`config.mk`:
```
export PLATFORM = sky130hd
export DESIGN_NAME = spi_reg_master
export DESIGN_NICKNAME = d
export VERILOG_FILES = /design/src/rtl/spireg_pkg.sv /design/src/rtl/spireg_clkdiv.sv /design/src/rtl/spireg_shifter.sv /design/src/rtl/spireg_seq.sv /design/src/rtl/spi_reg_master.sv
export SDC_FILE = /design/constraint.sdc
export NUM_CORES = 1
export LEC_CHECK = 0
export BUFFER_PORTS_ARGS = -buffer_cell sky130_fd_sc_hd__buf_2
export CAP_MARGIN = 20
export CORE_ASPECT_RATIO = 2
export CORE_UTILIZATION = 40
export CTS_CLUSTER_SIZE = 10
export DETAILED_ROUTE_END_ITERATION = 7
export GPL_TIMING_DRIVEN = 0
export PLACE_DENSITY = 0.63
export SYNTH_ARGS = -nofsm -noshare
export SYNTH_HDL_FRONTEND = slang
export SYNTH_SLANG_ARGS = --single-unit
```
`constraint.sdc`:
```
create_clock -name clk -period 2.7 [get_ports clk]
set_input_delay 0.135 -clock clk [delete_from_list [all_inputs] [get_ports clk]]
set_output_delay 0.135 -clock clk [all_outputs]
set_load 0.05 [all_outputs]
```
`src/rtl/spireg_pkg.sv`:
```
// Package: operation codes and command-byte opcode bits shared by the
// serial register master. Assumes a 6-bit address under a 2-bit opcode.
package spireg_pkg;
    typedef enum logic [1:0] {
        OP_REG_RD = 2'd0,
        OP_REG_WR = 2'd1,
        OP_FLD_RD = 2'd2,
        OP_FLD_WR = 2'd3
    } op_e;

    localparam logic [1:0] CMD_READ  = 2'b10;
    localparam logic [1:0] CMD_WRITE = 2'b11;
endpackage

```
`src/rtl/spireg_clkdiv.sv`:
```
// Half-period tick generator. While run is high it emits one tick every
// half_period+1 cycles, first tick half_period+1 cycles after run rises.
// Assumes half_period is held constant while run is high.
module spireg_clkdiv #(
    parameter int DIV_W = 8
) (
    input  logic             clk,
    input  logic             rst_n,
    input  logic             run,
    input  logic [DIV_W-1:0] half_period,
    output logic             tick
);
    logic [DIV_W-1:0] cnt;

    assign tick = run && (cnt == half_period);

    // count cycles within one half period, restart on tick or when stopped
    always_ff @(posedge clk) begin
        if (!rst_n || !run || tick) cnt <= '0;
        else                        cnt <= cnt + 1'b1;
    end

    // with a non-zero divider, two ticks are never adjacent
    p_tick_spacing_r10: assert property (@(posedge clk) disable iff (!rst_n)
        (tick && half_period != '0) ##1 $stable(half_period) |-> !tick);
endmodule

```
`src/rtl/spireg_shifter.sv`:
```
// Frame engine: on start, pulls ss_n low and shifts a FRAME_W-bit word out
// MSB first in SPI mode 0, capturing miso on each rising sck edge. It then
// raises ss_n and waits one full sck period before pulsing done.
// Assumes start arrives only while idle is high.
module spireg_shifter #(
    parameter int FRAME_W = 16,
    parameter int DIV_W   = 8
) (
    input  logic               clk,
    input  logic               rst_n,
    input  logic [DIV_W-1:0]   half_period,
    input  logic               start,
    input  logic [FRAME_W-1:0] tx_word,
    output logic               idle,
    output logic               done,
    output logic [FRAME_W-1:0] rx_word,
    output logic               ss_n,
    output logic               sck,
    output logic               mosi,
    input  logic               miso
);
    localparam int CNT_W = $clog2(FRAME_W);
    localparam logic [CNT_W-1:0] LAST_BIT = CNT_W'(FRAME_W - 1);

    typedef enum logic [2:0] {SH_IDLE, SH_LEAD, SH_HIGH, SH_LOW, SH_TRAIL, SH_GAP} sh_state_e;

    sh_state_e          state;
    logic [FRAME_W-1:0] tx_sh;
    logic [CNT_W-1:0]   bit_cnt;
    logic               gap_cnt;
    logic               tick;

    spireg_clkdiv #(.DIV_W(DIV_W)) u_div (
        .clk        (clk),
        .rst_n      (rst_n),
        .run        (state != SH_IDLE),
        .half_period(half_period),
        .tick       (tick)
    );

    assign idle = (state == SH_IDLE);
    assign mosi = tx_sh[FRAME_W-1];

    // frame sequencing: select, clock edges, bit shifting and guard time
    always_ff @(posedge clk) begin
        if (!rst_n) begin
            state   <= SH_IDLE;
            tx_sh   <= '0;
            rx_word <= '0;
            bit_cnt <= '0;
            gap_cnt <= 1'b0;
            ss_n    <= 1'b1;
            sck     <= 1'b0;
            done    <= 1'b0;
        end else begin
            done <= 1'b0;
            case (state)
                SH_IDLE: if (start) begin
                    ss_n    <= 1'b0;
                    tx_sh   <= tx_word;
                    bit_cnt <= '0;
                    state   <= SH_LEAD;
                end
                SH_LEAD, SH_LOW: if (tick) begin
                    sck     <= 1'b1;
                    rx_word <= {rx_word[FRAME_W-2:0], miso};
                    state   <= SH_HIGH;
                end
                SH_HIGH: if (tick) begin
                    sck <= 1'b0;
                    if (bit_cnt == LAST_BIT) begin
                        state <= SH_TRAIL;
                    end else begin
                        tx_sh   <= {tx_sh[FRAME_W-2:0], 1'b0};
                        bit_cnt <= bit_cnt + 1'b1;
                        state   <= SH_LOW;
                    end
                end
                SH_TRAIL: if (tick) begin
                    ss_n    <= 1'b1;
                    gap_cnt <= 1'b0;
                    state   <= SH_GAP;
                end
                SH_GAP: if (tick) begin
                    if (gap_cnt) begin
                        done  <= 1'b1;
                        state <= SH_IDLE;
                    end else begin
                        gap_cnt <= 1'b1;
                    end
                end
                default: state <= SH_IDLE;
            endcase
        end
    end

    // the clock rests low whenever the select is released
    p_sck_low_idle_r4: assert property (@(posedge clk) disable iff (!rst_n)
        ss_n |-> !sck);
    // sck only moves on a divider tick
    p_sck_on_tick_r10: assert property (@(posedge clk) disable iff (!rst_n)
        (sck != $past(sck)) |-> $past(tick));
    // mosi never changes while sck is high
    p_mosi_stable_r4: assert property (@(posedge clk) disable iff (!rst_n)
        (sck && $past(sck)) |-> $stable(mosi));
    // completion comes only after select has been high for a while
    p_done_after_gap_r8: assert property (@(posedge clk) disable iff (!rst_n)
        done |-> (ss_n && $past(ss_n)));
endmodule

```
`src/rtl/spireg_seq.sv`:
```
// Request sequencer: takes one request, builds the command word from the
// opcode bits and address, runs one frame (or two for a field update) and
// forms the result. Assumes the frame engine returns to idle with done.
module spireg_seq #(
    parameter int ADDR_W = 6,
    parameter int DATA_W = 8
) (
    input  logic                  clk,
    input  logic                  rst_n,
    input  logic                  req_valid,
    output logic                  req_ready,
    input  logic [1:0]            req_op,
    input  logic [ADDR_W-1:0]     req_addr,
    input  logic [DATA_W-1:0]     req_mask,
    input  logic [$clog2(DATA_W)-1:0] req_pos,
    input  logic [DATA_W-1:0]     req_wdata,
    output logic                  busy,
    output logic                  done,
    output logic [DATA_W-1:0]     rdata,
    output logic                  xfer_start,
    output logic [2*DATA_W-1:0]   xfer_word,
    input  logic                  xfer_idle,
    input  logic                  xfer_done,
    input  logic [2*DATA_W-1:0]   xfer_rx
);
    import spireg_pkg::*;

    localparam int POS_W = $clog2(DATA_W);

    typedef enum logic [1:0] {SQ_IDLE, SQ_FIRST, SQ_SECOND} sq_state_e;

    sq_state_e         state;
    op_e               lat_op;
    logic [ADDR_W-1:0] lat_addr;
    logic [DATA_W-1:0] lat_mask;
    logic [POS_W-1:0]  lat_pos;
    logic [DATA_W-1:0] lat_val;
    logic [DATA_W-1:0] rx_byte;
    logic [DATA_W-1:0] merged;

    assign req_ready = (state == SQ_IDLE);
    assign busy      = (state != SQ_IDLE);
    assign rx_byte   = xfer_rx[DATA_W-1:0];

    // read-modify-write merge of the captured register and the new field
    always_comb begin
        merged = (rx_byte & ~lat_mask) | ((lat_val << lat_pos) & lat_mask);
    end

    // request acceptance, frame launch and result formation
    always_ff @(posedge clk) begin
        if (!rst_n) begin
            state      <= SQ_IDLE;
            lat_op     <= OP_REG_RD;
            lat_addr   <= '0;
            lat_mask   <= '0;
            lat_pos    <= '0;
            lat_val    <= '0;
            xfer_start <= 1'b0;
            xfer_word  <= '0;
            done       <= 1'b0;
            rdata      <= '0;
        end else begin
            xfer_start <= 1'b0;
            done       <= 1'b0;
            case (state)
                SQ_IDLE: if (req_valid) begin
                    lat_op     <= op_e'(req_op);
                    lat_addr   <= req_addr;
                    lat_mask   <= req_mask;
                    lat_pos    <= req_pos;
                    lat_val    <= req_wdata;
                    xfer_start <= 1'b1;
                    if (op_e'(req_op) == OP_REG_WR)
                        xfer_word <= {CMD_WRITE, req_addr, req_wdata};
                    else
                        xfer_word <= {CMD_READ, req_addr, {DATA_W{1'b0}}};
                    state <= SQ_FIRST;
                end
                SQ_FIRST: if (xfer_done) begin
                    case (lat_op)
                        OP_REG_RD: begin
                            rdata <= rx_byte;
                            done  <= 1'b1;
                            state <= SQ_IDLE;
                        end
                        OP_REG_WR: begin
                            rdata <= lat_val;
                            done  <= 1'b1;
                            state <= SQ_IDLE;
                        end
                        OP_FLD_RD: begin
                            rdata <= (rx_byte & lat_mask) >> lat_pos;
                            done  <= 1'b1;
                            state <= SQ_IDLE;
                        end
                        default: begin
                            rdata      <= merged;
                            xfer_word  <= {CMD_WRITE, lat_addr, merged};
                            xfer_start <= 1'b1;
                            state      <= SQ_SECOND;
                        end
                    endcase
                end
                SQ_SECOND: if (xfer_done) begin
                    done  <= 1'b1;
                    state <= SQ_IDLE;
                end
                default: state <= SQ_IDLE;
            endcase
        end
    end

    // a frame is launched only into an idle frame engine
    p_start_into_idle_r7: assert property (@(posedge clk) disable iff (!rst_n)
        xfer_start |-> xfer_idle);
    // completion is a single-cycle pulse
    p_done_single_r9: assert property (@(posedge clk) disable iff (!rst_n)
        done |=> !done);
    // completion coincides with the end of busy
    p_done_ends_busy_r9: assert property (@(posedge clk) disable iff (!rst_n)
        done |-> (!busy && $past(busy)));
    // the second frame of an update follows a completed first frame
    p_rmw_order_r6: assert property (@(posedge clk) disable iff (!rst_n)
        (xfer_start && busy && $past(busy)) |-> $past(xfer_done));
endmodule

```
`src/rtl/spi_reg_master.sv`:
```
// Top: serial register access master. Joins the request sequencer to the
// frame engine. Assumes half_period is changed only while busy is low.
module spi_reg_master #(
    parameter int ADDR_W = 6,
    parameter int DATA_W = 8,
    parameter int DIV_W  = 8
) (
    input  logic                      clk,
    input  logic                      rst_n,
    input  logic [DIV_W-1:0]          half_period,
    input  logic                      req_valid,
    output logic                      req_ready,
    input  logic [1:0]                req_op,
    input  logic [ADDR_W-1:0]         req_addr,
    input  logic [DATA_W-1:0]         req_mask,
    input  logic [$clog2(DATA_W)-1:0] req_pos,
    input  logic [DATA_W-1:0]         req_wdata,
    output logic                      busy,
    output logic                      done,
    output logic [DATA_W-1:0]         rdata,
    output logic                      ss_n,
    output logic                      sck,
    output logic                      mosi,
    input  logic                      miso
);
    localparam int FRAME_W = 2 * DATA_W;

    logic               xfer_start;
    logic [FRAME_W-1:0] xfer_word;
    logic               xfer_idle;
    logic               xfer_done;
    logic [FRAME_W-1:0] xfer_rx;

    spireg_seq #(.ADDR_W(ADDR_W), .DATA_W(DATA_W)) u_seq (
        .clk       (clk),
        .rst_n     (rst_n),
        .req_valid (req_valid),
        .req_ready (req_ready),
        .req_op    (req_op),
        .req_addr  (req_addr),
        .req_mask  (req_mask),
        .req_pos   (req_pos),
        .req_wdata (req_wdata),
        .busy      (busy),
        .done      (done),
        .rdata     (rdata),
        .xfer_start(xfer_start),
        .xfer_word (xfer_word),
        .xfer_idle (xfer_idle),
        .xfer_done (xfer_done),
        .xfer_rx   (xfer_rx)
    );

    spireg_shifter #(.FRAME_W(FRAME_W), .DIV_W(DIV_W)) u_shift (
        .clk        (clk),
        .rst_n      (rst_n),
        .half_period(half_period),
        .start      (xfer_start),
        .tx_word    (xfer_word),
        .idle       (xfer_idle),
        .done       (xfer_done),
        .rx_word    (xfer_rx),
        .ss_n       (ss_n),
        .sck        (sck),
        .mosi       (mosi),
        .miso       (miso)
    );

    // the select never drops while the frame engine reports idle
    p_ss_only_in_frame_r3: assert property (@(posedge clk) disable iff (!rst_n)
        xfer_idle |-> ss_n);
endmodule

```
==> results.cfg <==
[pwr]
p_switching_uw = 1140
seqPwrFrac = 0.430
leakage_uw = 0.00240
pwr-share-clk = 0.382
peakVddDrop_mv = 0.415
p_sw_frac = 0.292
powerDensity_nw_per_um2 = 678
internal-power_uw = 2760
power_frac_comb = 0.188

[global_routing]
groute.usage.overall = 0.245
grt_pass1_vias = 4595
antenna_found_initial = 0
overflow = 0
grt_pass1_wl_mm = 23.7
grt_max_degree = 17

[drt]
wl_per_cell_um = 18.7
drc_errors = 0
viasPerCell = 5.61
wirelength_mm = 15.1
drtAntennaViolNets = 0
vias = 4528
drt-pass1-iter-count = 5
drt_iter0_markers = 233

[worst_setup_path]
arrival_ps = 2620
worst_setup_path_start_kind = flip-flop
crit_start = u_seq.state[1]
critical_path.max_stage_delay_ps = 800
path_cells = inv_1 > ha_1 > buf_1 > nor3b_1 > a22oi_1 > nand2_1 > o211a_1
worst-setup-path-type = reg2reg
worst-path-buf-inv = 2
crit_family = simple AND/OR/NAND/NOR gates
cpMaxStageDelayCell = nor3b_1
r2r_start = u_seq.state[1]
critPathCaptureType = flip-flop
worst-path-max-fanout = 10
worst_ep_required_time_ps = 2990

[yosys]
netlist_area_um2 = 4970
avgSynthCellArea_um2 = 8.39
ys_ff_latch = 98
synth.net_count = 636
synth_cells = 592
ys_warn_count = 0
yosysUniqueCellTypes = 54
synth-seq-area-share = 0.395

[sta]
rsz0062_at_grt = no
fin_tns_setup_ps = 0
period_share = 0.862
fin_crit_ps = 2330
worst_hold_slack_ps = 28.9
tightest_slew_ps = 843
max_freq_mhz = 429
maxSlewViolCount = 0
max_slew_margin = 0.437
hold_viol_final = 0
setup_violations = 0
finalClockSkew_ps = 11.0

[cts]
post_cts_buffers = 0
cts_tree = built
path_clk_slew_ps = 70
numCtsBuffers = 9
cts_hold_buf = 0
cts_buffer_depth = 2
cts_sinks = 98
htree_levels = 3
clock_tree.root_cell = clkbuf_16
cts_resized = 0
insertion_delay_ps = 350

[finish]
fillers = 1217
diodes = 0
regArea_um2 = 1960
final_cells = 807
synthToLayoutAreaGrowth_pct = 15.8
finalInstanceArea_um2 = 5750
multi_input_area_um2 = 2770
fin_nets = 699
drive_above_1_share = 0.141

[floorplanning]
ioPinCount = 53
floorplan.rows = 57
initial_utilization = 0.410
die_area_um2 = 12900
core_um2 = 12100
chipWidth_um = 80.8
die_h_um = 160

[placed_design]
dp_hpwl_mm = 11.8
numPortBuffers = 52
place.gp.congestion = 0.985
placed_cell_area_um2 = 5410
placed_cells = 791

[job]
cap_violations = 0

[min_path]
min_path_type = in2reg
hold_start = req_mask[5]

[outcome]
status = complete, no violations
logic make-up after synthesis:
family | count (synthesis) | synth area share
flops | 98 | 0.395
compound gates | 156 | 0.223
simple gates | 229 | 0.212
xor+xnor | 14 | 0.0247
fa+ha+maj | 5 | 0.0126
mux | 38 | 0.0846
buf+inv | 52 | 0.0486
synthesized netlist by cell type, drive strengths merged:
| library cell | n | area (µm²) |
|---|---|---|
| mux2i | 33 | 330 |
| clkbuf | 28 | 105 |
| nor3b | 3 | 22.5 |
| o21bai | 1 | 7.51 |
| nor2 | 22 | 82.6 |
| a32o | 1 | 11.3 |
| xor2 | 9 | 78.8 |
| o221ai | 1 | 8.76 |
| a22oi | 7 | 52.6 |
| inv | 10 | 37.5 |
| mux2 | 2 | 22.5 |
| o2111ai | 2 | 17.5 |
| o21ai | 41 | 213 |
| nand4 | 3 | 18.8 |
| nor3 | 5 | 30.0 |
| o22ai | 7 | 43.8 |
| nor2b | 8 | 50.1 |
| a21o | 1 | 7.51 |
| o31ai | 1 | 7.51 |
| dfxtp | 98 | 1960 |
| and2 | 5 | 31.3 |
| o211ai | 9 | 67.6 |
| ha | 5 | 62.6 |
| xnor2 | 5 | 43.8 |
| buf | 14 | 98.8 |
| and3 | 2 | 12.5 |
| a32oi | 1 | 16.3 |
| nor4 | 3 | 33.8 |
| mux4 | 3 | 67.6 |
| nand3 | 33 | 175 |
| o211a | 26 | 260 |
| or3b | 1 | 8.76 |
| nand3b | 2 | 15.0 |
| a21boi | 31 | 233 |
| a21oi | 14 | 70.1 |
| a41o | 1 | 10.0 |
| nand2 | 130 | 488 |
| o21a | 3 | 22.5 |
| or3 | 1 | 11.3 |
| nand2b | 10 | 62.6 |
| a31oi | 8 | 50.1 |
| and3b | 1 | 8.76 |
| a311o | 1 | 10.0 |
stage by stage:
stage                      util  worst slack, ps  power, µW
after CTS                 0.475              400       3910
after global placement    0.446              423       2420
after floorplan               -              422       2200
final                     0.475              371       3900
after global routing      0.475              147       4070
after detailed placement  0.446              418       2440
worst register-to-register path, stage by stage, from the launching register on:
cell and delay (ps):
dfxtp_1 350, inv_1 70, ha_1 210, buf_1 350, nor3b_1 810, a22oi_1 220
nand2_1 120, o211a_1 140
final timing paths:
check                                          end  slack, ps  cells past startpoint
worst min-delay path             u_seq.lat_mask[5]         30                      3
worst max register to register  u_seq.xfer_word[1]        370                      7
worst max-delay path            u_seq.xfer_word[1]        370                      7
worst min register to register      u_seq.rdata[7]        460                      2
sequential cells by signal, summed over array words and instances (netlist names), 3 cells and up:
name / count
u_shift.tx_sh: 16
u_seq.lat_pos: 3
u_shift.state: 3
u_shift.u_div.cnt: 8
u_seq.lat_mask: 8
u_shift.rx_word: 8
u_shift.bit_cnt: 4
u_seq.xfer_word: 16
u_seq.lat_addr: 6
u_seq.lat_val: 8
u_seq.rdata: 8
layer usage:
layer	track usage	vias to the layer above	wire length, µm
li1	-	2212	-
met1	0.242	2120	5490
met2	0.447	135	8120
met3	0.0331	61	457
met4	0.173	0	1050
met5	0	-	0
cells in the final DEF, fill, tap and decap left out, types with 3 or more instances in the layout:
cell / synthesis / final
a21boi_0: 28 / 28
a21boi_1: 3 / 3
a21oi_1: 14 / 14
a22oi_1: 7 / 7
a31oi_1: 8 / 8
and2_1: 4 / 4
buf_1: 3 / 3
buf_2: 4 / 56
buf_4: 3 / 3
buf_6: 4 / 4
bufinv_16: 0 / 3
clkbuf_1: 28 / 29
clkbuf_16: 0 / 9
dfxtp_1: 98 / 98
ha_1: 5 / 5
inv_1: 9 / 9
mux2i_1: 33 / 33
mux4_2: 3 / 3
nand2_1: 130 / 130
nand2b_1: 10 / 10
nand3_1: 31 / 31
nand4_1: 3 / 3
nor2_1: 22 / 22
nor2b_1: 8 / 8
nor3_1: 4 / 4
nor3b_1: 3 / 3
o211a_1: 26 / 26
o211ai_1: 9 / 9
o21a_1: 3 / 3
o21ai_0: 31 / 31
o21ai_1: 8 / 8
o22ai_1: 7 / 7
xnor2_1: 5 / 5
xor2_1: 9 / 9
layout make-up:
class,count,area share
Timing Repair Buffer,52,0.0452
Clock buffer,10,0.0398
Inverter,10,0.00652
Multi-Input combinational cell,442,0.481
Sequential cell,98,0.341
Buffer,42,0.0354
Clock inverter,6,0.0196
Tap cell,147,0.0320
power by group through the flow:
stage	Sequential (µW)	Clock (µW)	Combinational, µW
4_1_cts	1670	1500	736
3_3_place_gp	1700	0	719
6_report	1680	1490	735
2_1_floorplan	1690	0	517
5_1_grt	1690	1570	813
3_5_place_dp	1710	0	732
Power figures use the tool's default switching activity.
